[config.mk]
export PLATFORM = sky130hd
export DESIGN_NAME = uart_rx_tagged
export DESIGN_NICKNAME = d
export VERILOG_FILES = /design/src/rtl/uart_rx_pkg.sv /design/src/rtl/uart_rx_baud.sv /design/src/rtl/uart_rx_sync.sv /design/src/rtl/uart_rx_frame.sv /design/src/rtl/uart_rx_fifo.sv /design/src/rtl/uart_rx_tagged.sv
export SDC_FILE = /design/constraint.sdc
export NUM_CORES = 1
export LEC_CHECK = 0
export ABC_AREA = 1
export BUFFER_PORTS_ARGS = -buffer_cell sky130_fd_sc_hd__buf_2
export CORE_ASPECT_RATIO = 2
export CORE_MARGIN = 2
export CORE_UTILIZATION = 35
export CTS_BUF_LIST = sky130_fd_sc_hd__clkbuf_4 sky130_fd_sc_hd__clkbuf_8
export DETAILED_ROUTE_END_ITERATION = 6
export GPL_TIMING_DRIVEN = 0
export PLACE_DENSITY_LB_ADDON = 0.1
export SLEW_MARGIN = 20
export SYNTH_ARGS = -nofsm -noshare
export SYNTH_HDL_FRONTEND = slang
export SYNTH_SLANG_ARGS = --single-unit
[constraint.sdc]
create_clock -name clk -period 2 [get_ports clk]
set_input_delay 0.4 -clock clk [delete_from_list [all_inputs] [get_ports clk]]
set_output_delay 0.4 -clock clk [all_outputs]
set_load 0.005 [all_outputs]
[src/rtl/uart_rx_pkg.sv]
// Shared types for the tagged serial receiver.
// Assumes: characters are at most 8 bits; flags travel with each entry.
package uart_rx_pkg;

    // One FIFO entry: character plus the flags it arrived with.
    typedef struct packed {
        logic       brk;
        logic       par;
        logic       frm;
        logic [7:0] data;
    } rx_entry_t;

    localparam int ENTRY_W = $bits(rx_entry_t);
    localparam int WORD_W  = 32;

    // Receive sequencer states.
    typedef enum logic [2:0] {
        RX_IDLE,
        RX_START,
        RX_DATA,
        RX_PARITY,
        RX_STOP,
        RX_HOLD
    } rx_state_t;

endpackage

[src/rtl/uart_rx_baud.sv]
// Oversampling tick generator: one-clock tick every div+1 clocks.
// Assumes div changes only while the receiver is idle.
module uart_rx_baud #(
    parameter int DIV_W = 16
) (
    input  logic             clk,
    input  logic             rst_n,
    input  logic [DIV_W-1:0] div,
    output logic             tick
);
    logic [DIV_W-1:0] cnt_q;

    assign tick = (cnt_q == div);

    // Count clocks and restart on every tick.
    always_ff @(posedge clk) begin
        if (!rst_n)    cnt_q <= '0;
        else if (tick) cnt_q <= '0;
        else           cnt_q <= cnt_q + 1'b1;
    end
endmodule

[src/rtl/uart_rx_sync.sv]
// Multi-flop synchronizer for the asynchronous line; resets to idle (1).
// Assumes STAGES >= 2.
module uart_rx_sync #(
    parameter int STAGES = 2
) (
    input  logic clk,
    input  logic rst_n,
    input  logic din,
    output logic dout
);
    logic [STAGES-1:0] sh_q;

    // Shift the raw line through the synchronizer chain.
    always_ff @(posedge clk) begin
        if (!rst_n) sh_q <= '1;
        else        sh_q <= {sh_q[STAGES-2:0], din};
    end

    assign dout = sh_q[STAGES-1];
endmodule

[src/rtl/uart_rx_frame.sv]
// Frame sequencer: confirms start at mid-bit, samples LSB-first data,
// optional parity and stop at bit centres, and classifies the frame.
// Emits a one-clock push with an entry carrying its own error flags.
// After a break it holds until the line is seen high again.
// Assumes 16 ticks per bit; config inputs are stable during a frame.
module uart_rx_frame
    import uart_rx_pkg::*;
(
    input  logic       clk,
    input  logic       rst_n,
    input  logic       tick,
    input  logic       rx_s,
    input  logic [1:0] data_len,
    input  logic       par_en,
    input  logic       par_odd,
    output logic       push,
    output rx_entry_t  entry
);
    localparam logic [3:0] MID_TICK  = 4'd7;
    localparam logic [3:0] LAST_TICK = 4'd15;

    rx_state_t  state_q;
    logic [3:0] tcnt_q;
    logic [2:0] bidx_q;
    logic [7:0] shreg_q;
    logic       par_bit_q;
    logic       any_one_q;
    logic       push_q;
    rx_entry_t  entry_q;

    logic [3:0] nbits;
    logic [7:0] aligned;
    logic       par_bad;
    logic       is_brk;

    assign nbits   = {2'b00, data_len} + 4'd5;
    assign aligned = shreg_q >> (4'd8 - nbits);
    assign par_bad = ((^aligned) ^ par_bit_q) != par_odd;
    assign is_brk  = !rx_s && !any_one_q;

    // Advance the frame state on oversampling ticks and build entries.
    always_ff @(posedge clk) begin
        if (!rst_n) begin
            state_q   <= RX_IDLE;
            tcnt_q    <= '0;
            bidx_q    <= '0;
            shreg_q   <= '0;
            par_bit_q <= 1'b0;
            any_one_q <= 1'b0;
            push_q    <= 1'b0;
            entry_q   <= '0;
        end else begin
            push_q <= 1'b0;
            if (tick) begin
                unique case (state_q)
                    RX_IDLE: begin
                        if (!rx_s) begin
                            state_q <= RX_START;
                            tcnt_q  <= '0;
                        end
                    end
                    RX_START: begin
                        if (tcnt_q == MID_TICK) begin
                            tcnt_q <= '0;
                            if (!rx_s) begin
                                state_q   <= RX_DATA;
                                bidx_q    <= '0;
                                shreg_q   <= '0;
                                par_bit_q <= 1'b0;
                                any_one_q <= 1'b0;
                            end else begin
                                state_q <= RX_IDLE;
                            end
                        end else begin
                            tcnt_q <= tcnt_q + 1'b1;
                        end
                    end
                    RX_DATA: begin
                        if (tcnt_q == LAST_TICK) begin
                            tcnt_q    <= '0;
                            shreg_q   <= {rx_s, shreg_q[7:1]};
                            any_one_q <= any_one_q | rx_s;
                            if ({1'b0, bidx_q} == nbits - 4'd1)
                                state_q <= par_en ? RX_PARITY : RX_STOP;
                            else
                                bidx_q <= bidx_q + 1'b1;
                        end else begin
                            tcnt_q <= tcnt_q + 1'b1;
                        end
                    end
                    RX_PARITY: begin
                        if (tcnt_q == LAST_TICK) begin
                            tcnt_q    <= '0;
                            par_bit_q <= rx_s;
                            any_one_q <= any_one_q | rx_s;
                            state_q   <= RX_STOP;
                        end else begin
                            tcnt_q <= tcnt_q + 1'b1;
                        end
                    end
                    RX_STOP: begin
                        if (tcnt_q == LAST_TICK) begin
                            tcnt_q       <= '0;
                            push_q       <= 1'b1;
                            entry_q.brk  <= is_brk;
                            entry_q.frm  <= !rx_s && !is_brk;
                            entry_q.par  <= par_en && !is_brk && par_bad;
                            entry_q.data <= is_brk ? 8'h00 : aligned;
                            state_q      <= is_brk ? RX_HOLD : RX_IDLE;
                        end else begin
                            tcnt_q <= tcnt_q + 1'b1;
                        end
                    end
                    RX_HOLD: begin
                        if (rx_s) state_q <= RX_IDLE;
                    end
                    default: state_q <= RX_IDLE;
                endcase
            end
        end
    end

    assign push  = push_q;
    assign entry = entry_q;

    // While held after a break, no further entry may be produced.
    assert_hold_blocks_R8: assert property (@(posedge clk) disable iff (!rst_n)
        (state_q == RX_HOLD && $past(state_q) == RX_HOLD) |-> !push_q);

    // A break entry is all-zero data with only the break flag set.
    assert_break_entry_R7: assert property (@(posedge clk) disable iff (!rst_n)
        (push_q && entry_q.brk) |-> (entry_q.data == 8'h00 && !entry_q.frm && !entry_q.par
                                     && state_q == RX_HOLD));

    // Each completed frame yields a single one-clock push.
    assert_push_single_R11: assert property (@(posedge clk) disable iff (!rst_n)
        push_q |=> !push_q);
endmodule

[src/rtl/uart_rx_fifo.sv]
// Show-ahead FIFO: head entry is visible combinationally, pop on rd_en.
// Assumes the caller never writes when full nor reads when empty.
module uart_rx_fifo #(
    parameter int DEPTH = 8,
    parameter int W     = 11
) (
    input  logic         clk,
    input  logic         rst_n,
    input  logic         wr_en,
    input  logic [W-1:0] wr_data,
    input  logic         rd_en,
    output logic [W-1:0] rd_data,
    output logic         empty,
    output logic         full
);
    localparam int AW = (DEPTH > 1) ? $clog2(DEPTH) : 1;
    localparam logic [AW-1:0] LAST = AW'(DEPTH - 1);

    logic [W-1:0]  mem_q [DEPTH];
    logic [AW-1:0] wptr_q, rptr_q;
    logic [AW:0]   count_q;

    assign empty   = (count_q == '0);
    assign full    = (count_q == (AW+1)'(DEPTH));
    assign rd_data = mem_q[rptr_q];

    // Store the written entry at the write pointer.
    always_ff @(posedge clk) begin
        if (wr_en) mem_q[wptr_q] <= wr_data;
    end

    // Move pointers and occupancy on writes and reads.
    always_ff @(posedge clk) begin
        if (!rst_n) begin
            wptr_q  <= '0;
            rptr_q  <= '0;
            count_q <= '0;
        end else begin
            if (wr_en) wptr_q <= (wptr_q == LAST) ? '0 : wptr_q + 1'b1;
            if (rd_en) rptr_q <= (rptr_q == LAST) ? '0 : rptr_q + 1'b1;
            if (wr_en && !rd_en)      count_q <= count_q + 1'b1;
            else if (!wr_en && rd_en) count_q <= count_q - 1'b1;
        end
    end

    assert_no_write_full_R9: assert property (@(posedge clk) disable iff (!rst_n)
        wr_en |-> !full);

    assert_no_read_empty_R2: assert property (@(posedge clk) disable iff (!rst_n)
        rd_en |-> !empty);

    assert_count_bound_R2: assert property (@(posedge clk) disable iff (!rst_n)
        count_q <= (AW+1)'(DEPTH));
endmodule

[src/rtl/uart_rx_tagged.sv]
// Top: synchronizer, tick generator, frame sequencer and tagged FIFO.
// Owns the sticky overrun and error summary and forms the read word.
// Assumes rd_en and err_clr are single-clock strobes.
module uart_rx_tagged
    import uart_rx_pkg::*;
#(
    parameter int DIV_W       = 16,
    parameter int DEPTH       = 8,
    parameter int SYNC_STAGES = 2
) (
    input  logic              clk,
    input  logic              rst_n,
    input  logic [DIV_W-1:0]  baud_div,
    input  logic              rx_in,
    input  logic [1:0]        data_len,
    input  logic              par_en,
    input  logic              par_odd,
    input  logic              rd_en,
    input  logic              err_clr,
    output logic [WORD_W-1:0] rd_data,
    output logic              rx_empty,
    output logic              rx_full,
    output logic [3:0]        err_flags
);
    logic      rx_s, tick, f_push, wr, pop, ovr_q;
    logic [2:0] sticky_q;
    rx_entry_t f_entry, head;
    logic [ENTRY_W-1:0] head_raw;

    uart_rx_sync #(.STAGES(SYNC_STAGES)) u_sync (
        .clk(clk), .rst_n(rst_n), .din(rx_in), .dout(rx_s)
    );

    uart_rx_baud #(.DIV_W(DIV_W)) u_baud (
        .clk(clk), .rst_n(rst_n), .div(baud_div), .tick(tick)
    );

    uart_rx_frame u_frame (
        .clk(clk), .rst_n(rst_n), .tick(tick), .rx_s(rx_s),
        .data_len(data_len), .par_en(par_en), .par_odd(par_odd),
        .push(f_push), .entry(f_entry)
    );

    assign wr  = f_push && !rx_full;
    assign pop = rd_en && !rx_empty;

    uart_rx_fifo #(.DEPTH(DEPTH), .W(ENTRY_W)) u_fifo (
        .clk(clk), .rst_n(rst_n), .wr_en(wr), .wr_data(f_entry),
        .rd_en(pop), .rd_data(head_raw), .empty(rx_empty), .full(rx_full)
    );

    assign head = rx_entry_t'(head_raw);

    // Sticky overrun and error summary; a new event outranks the clear.
    always_ff @(posedge clk) begin
        if (!rst_n) begin
            ovr_q    <= 1'b0;
            sticky_q <= '0;
        end else begin
            ovr_q    <= (f_push && rx_full) || (ovr_q && !err_clr);
            sticky_q <= (err_clr ? 3'b000 : sticky_q)
                        | ({f_entry.brk, f_entry.par, f_entry.frm} & {3{wr}});
        end
    end

    assign err_flags = {ovr_q, sticky_q};

    // Read word: zero when empty, else head entry with overrun in bit 11.
    always_comb begin
        rd_data = '0;
        if (!rx_empty)
            rd_data[11:0] = {ovr_q, head.brk, head.par, head.frm, head.data};
    end

    assert_ovr_sticky_R9: assert property (@(posedge clk) disable iff (!rst_n)
        ($past(ovr_q) && !$past(err_clr)) |-> ovr_q);

    assert_clear_R10: assert property (@(posedge clk) disable iff (!rst_n)
        ($past(err_clr) && !$past(f_push)) |-> (err_flags == 4'b0000));

    assert_empty_word_R1: assert property (@(posedge clk) disable iff (!rst_n)
        rx_empty |-> (rd_data == '0));
endmodule

==> results.md <==
- Status: finished with violations
- Failing checks: negative setup slack
- Slew Viols, Final: 0
- Critical Path Sink Type: output pin
- Synth Warn #: 0
- Clock root buffer: clkbuf_8
- CTS tree: yes
- Later-pin clock latency in the skew report: 460 ps
- Total of max-cap violations: 0
- WHS Path Cells: 2
- Final hold vios: 0
- Min-delay worst type: input port to flop
- Die W: 107 um
- Area growth, synth to finish: 19.9%
- FF-to-FF End: u_fifo.count_q[3]
- Routability cong.: 0.786
- Vias in the first global route: 5,825
- Final Cycle Share: 115%
- Initial Utilization: 35.4%
- Area occupied by multi-input gates: 3120 um2
- Worst-path clk slew: 80 ps
- Top-area cell type share of the netlist area: 35.6%
- Via/cell ratio: 4.69
- CORE AREA: 20,900 um2
- Largest net degree at the start of global routing: 17
- Antenna-violating nets left: 0
- Setup TNS: -2750 ps
- FF-to-FF Start: u_fifo.count_q[1]
- Synth unique cells: 47
- Worst reg2reg path depth: 15
- Setup ws final: -294 ps
- Clk sinks: 155
- Reg area: 4000 um2
- Global-route wire length before repair: 30,100 um
- Power per cell area: 925 nW/um2
- WP data required: 1600 ps
- Final setup skew: 17.8 ps
- Iteration-0 DRC Markers: 207
- Worst vdd ir: 383 uV
- Dominant cells by area after synthesis: edfxtp_1 36%, dfxtp_1 18%, nand2_1 8.1%
- Routed length per instance: 15.8 um
- Ant diodes: 0
- Vias post-DR: 5,688
- Rows: 75
- Fillcell total: 2,105
- Synthesized flop and latch total: 155
- Fin nets: 968
- Total Wirelength: 19,100 um
- Fmax: 0.436 GHz
- Final setup viols: 12
- Seq/Total Area, Yosys: 53.7%
- First-pass detailed-route iteration total: 4
- # H-tree levels: 4
- Total global routing overflow: 0
- Post-synthesis cell count: 839
- CP Launch Type: flop
- # IOs: 63
- Clock Path Buffers: 2
- Critical path fanouts, max: 6
- Avg Synthesized Cell Area: 8.84 um2
- DP HPWL: 14,500 um
- Crit path arrival time: 1890 ps
- WHS Endpoint: u_sync.sh_q[0]
- Die ar.: 22,400 um2
- Hold WS: 174 ps
- I/O Buffers: 39
- Antenna violations before repair: 0
- Die height: 210 um
- Dominant cell type by area after synthesis: edfxtp_1
- Reg-to-reg setup timing slack: 0 ps
- Total CTS buffers: 17
- RSZ-0062 raised after global routing: yes
- Slew HR: 55.3%
- P_leak: 3.40 nW
- Period minus WS final: 2290 ps
- Hold Crit Start: rx_in
- DRC violations left: 0
- Hold_buf cts: 0
- Slew at the pin closest to its max-slew limit: 671 ps
- Synth Cell Area: 7420 um2
- Share of cells above drive strength 1: 23.0%
- All-Layer GR Usage: 17.9%
- Crit path kind: flop to output pin
sequential cells by signal, summed over array words and instances, names as in the netlist, 3 cells and up, named ones only:
name and count:
u_fifo.count_q 4, u_frame.state_q 3, u_fifo.wptr_q 3, u_frame.shreg_q 8
u_fifo.mem_q 88, u_frame.entry 11, u_frame.tcnt_q 4, u_fifo.rptr_q 3
u_frame.bidx_q 3, u_baud.cnt_q 16, sticky_q 3
stage by stage:
step           cell area (um2)  setup slack (ps)  std cells  utilization, %  total power, mW
6_report                  8890              -294       1214            42.5             8.22
5_1_grt                   8890              -404       1214            42.5             8.66
4_1_cts                   8820              -307       1211            42.1             8.27
3_5_place_dp              8070              -636       1166            38.6             5.41
3_3_place_gp              8070              -680       1166            38.5             5.40
2_1_floorplan             7530             -42.0        858               -             4.65
what timing repair did:
| item | in CTS | in global routing |
|---|---|---|
| endpoints found under the setup margin | 105 | 29 |
| gates cloned | 1 | 0 |
| gates resized for setup | 83 | 29 |
| endpoints found under the hold margin | 0 | 0 |
| setup buffers | 13 | 3 |
| pin swaps | 12 | 14 |
report_power, final:
group / switching [mW] / total [mW] / internal, mW
Combinational: 1.29 / 2.19 / 0.901
Sequential: 0.108 / 3.54 / 3.43
Clock: 1.20 / 2.49 / 1.29
how the worst max path moves through the flow:
| stage | startpoint | end | depth (start not counted) |
|---|---|---|---|
| global route | flop | rd_data[1] | 7 |
| detailed placement | u_fifo.count_q[1] | u_fifo.mem_q[3][6] | 8 |
| finish | flop | rd_data[8] | 7 |
| floorplan | u_fifo.count_q[1] | u_fifo.count_q[3] | 14 |
| CTS | flop | rd_data[0] | 7 |
| global placement | u_fifo.count_q[1] | u_fifo.mem_q[1][6] | 8 |
critical path, stage by stage, from the launching register on:
cell and delay, ps:
dfxtp_4 420, clkinvlp_4 180, clkbuf_8 200, o21ai_0 180, o22ai_1 90, o21ai_1 160
a31oi_1 50, buf_2 160
cells by family (layout without fill, tap and decap cells):
logic type | after synthesis | in the layout | share of synthesized area [%]
other | 1 | 20 | 0.0506
xor gates and xnor gates | 22 | 22 | 2.60
AOI/OAI and AO/OA | 150 | 150 | 11.2
adders and majority gates | 11 | 11 | 1.96
and+or+nand+nor | 375 | 375 | 22.7
DFF | 155 | 155 | 53.7
buffers and inverters | 125 | 212 | 7.78
layer usage:
layer	vias up	track usage, %	routed length, um
li1	2951	-	-
met1	2603	15.4	6270
met2	94	37.9	11800
met3	40	2.92	399
met4	0	7.84	689
met5	-	0	0
layout make-up:
class,count,share of cell area [%]
clock buffer,21,2.97
timing repair buffer,56,4.28
buffer,50,4.02
inverter,74,3.19
multi-input combinational,578,35.1
clock inverter,11,1.65
sequential,155,45.0
tap,269,3.78
layout by cell type, fill, tap and decap left out, types with 5 or more instances in the layout:
master    Yosys  layout
o22ai_1      11      11
a21oi_1      42      40
buf_4        23      34
buf_2         5      47
nand2_2       7      11
nor2_4        2      13
inv_2         9      12
conb_1        1      20
xnor2_1       5       5
nor2_2        4       5
ha_1         10       7
a31oi_1      13      13
o21ai_2       1       6
xor2_1       17      17
nand4_1       6       6
nor2_1      122     110
dfxtp_1      67      60
clkbuf_4      0       7
nor3_1       14      12
o21ai_0      73      39
clkbuf_8      0      22
nand3_1      38      37
edfxtp_1     88      88
o21ai_1       1      30
nand3_2       4       5
inv_1        63      58
nand2_1     161     156
cell usage after synthesis (all sizes together):
library cell / n
nand3b: 2
or3: 1
a22oi: 1
or2: 4
o211a: 3
fa: 1
nand3: 42
conb: 1
nor2: 130
ha: 10
clkbuf: 18
a211oi: 1
clkinv: 2
xnor2: 5
xor2: 17
a21oi: 44
a31oi: 13
o22ai: 11
o211ai: 1
o31ai: 1
nor3: 18
buf: 33
nand4: 7
dfxtp: 67
edfxtp: 88
nand2: 169
o21ai: 75
inv: 72
nor3b: 2
Power figures use the tool's default switching activity.
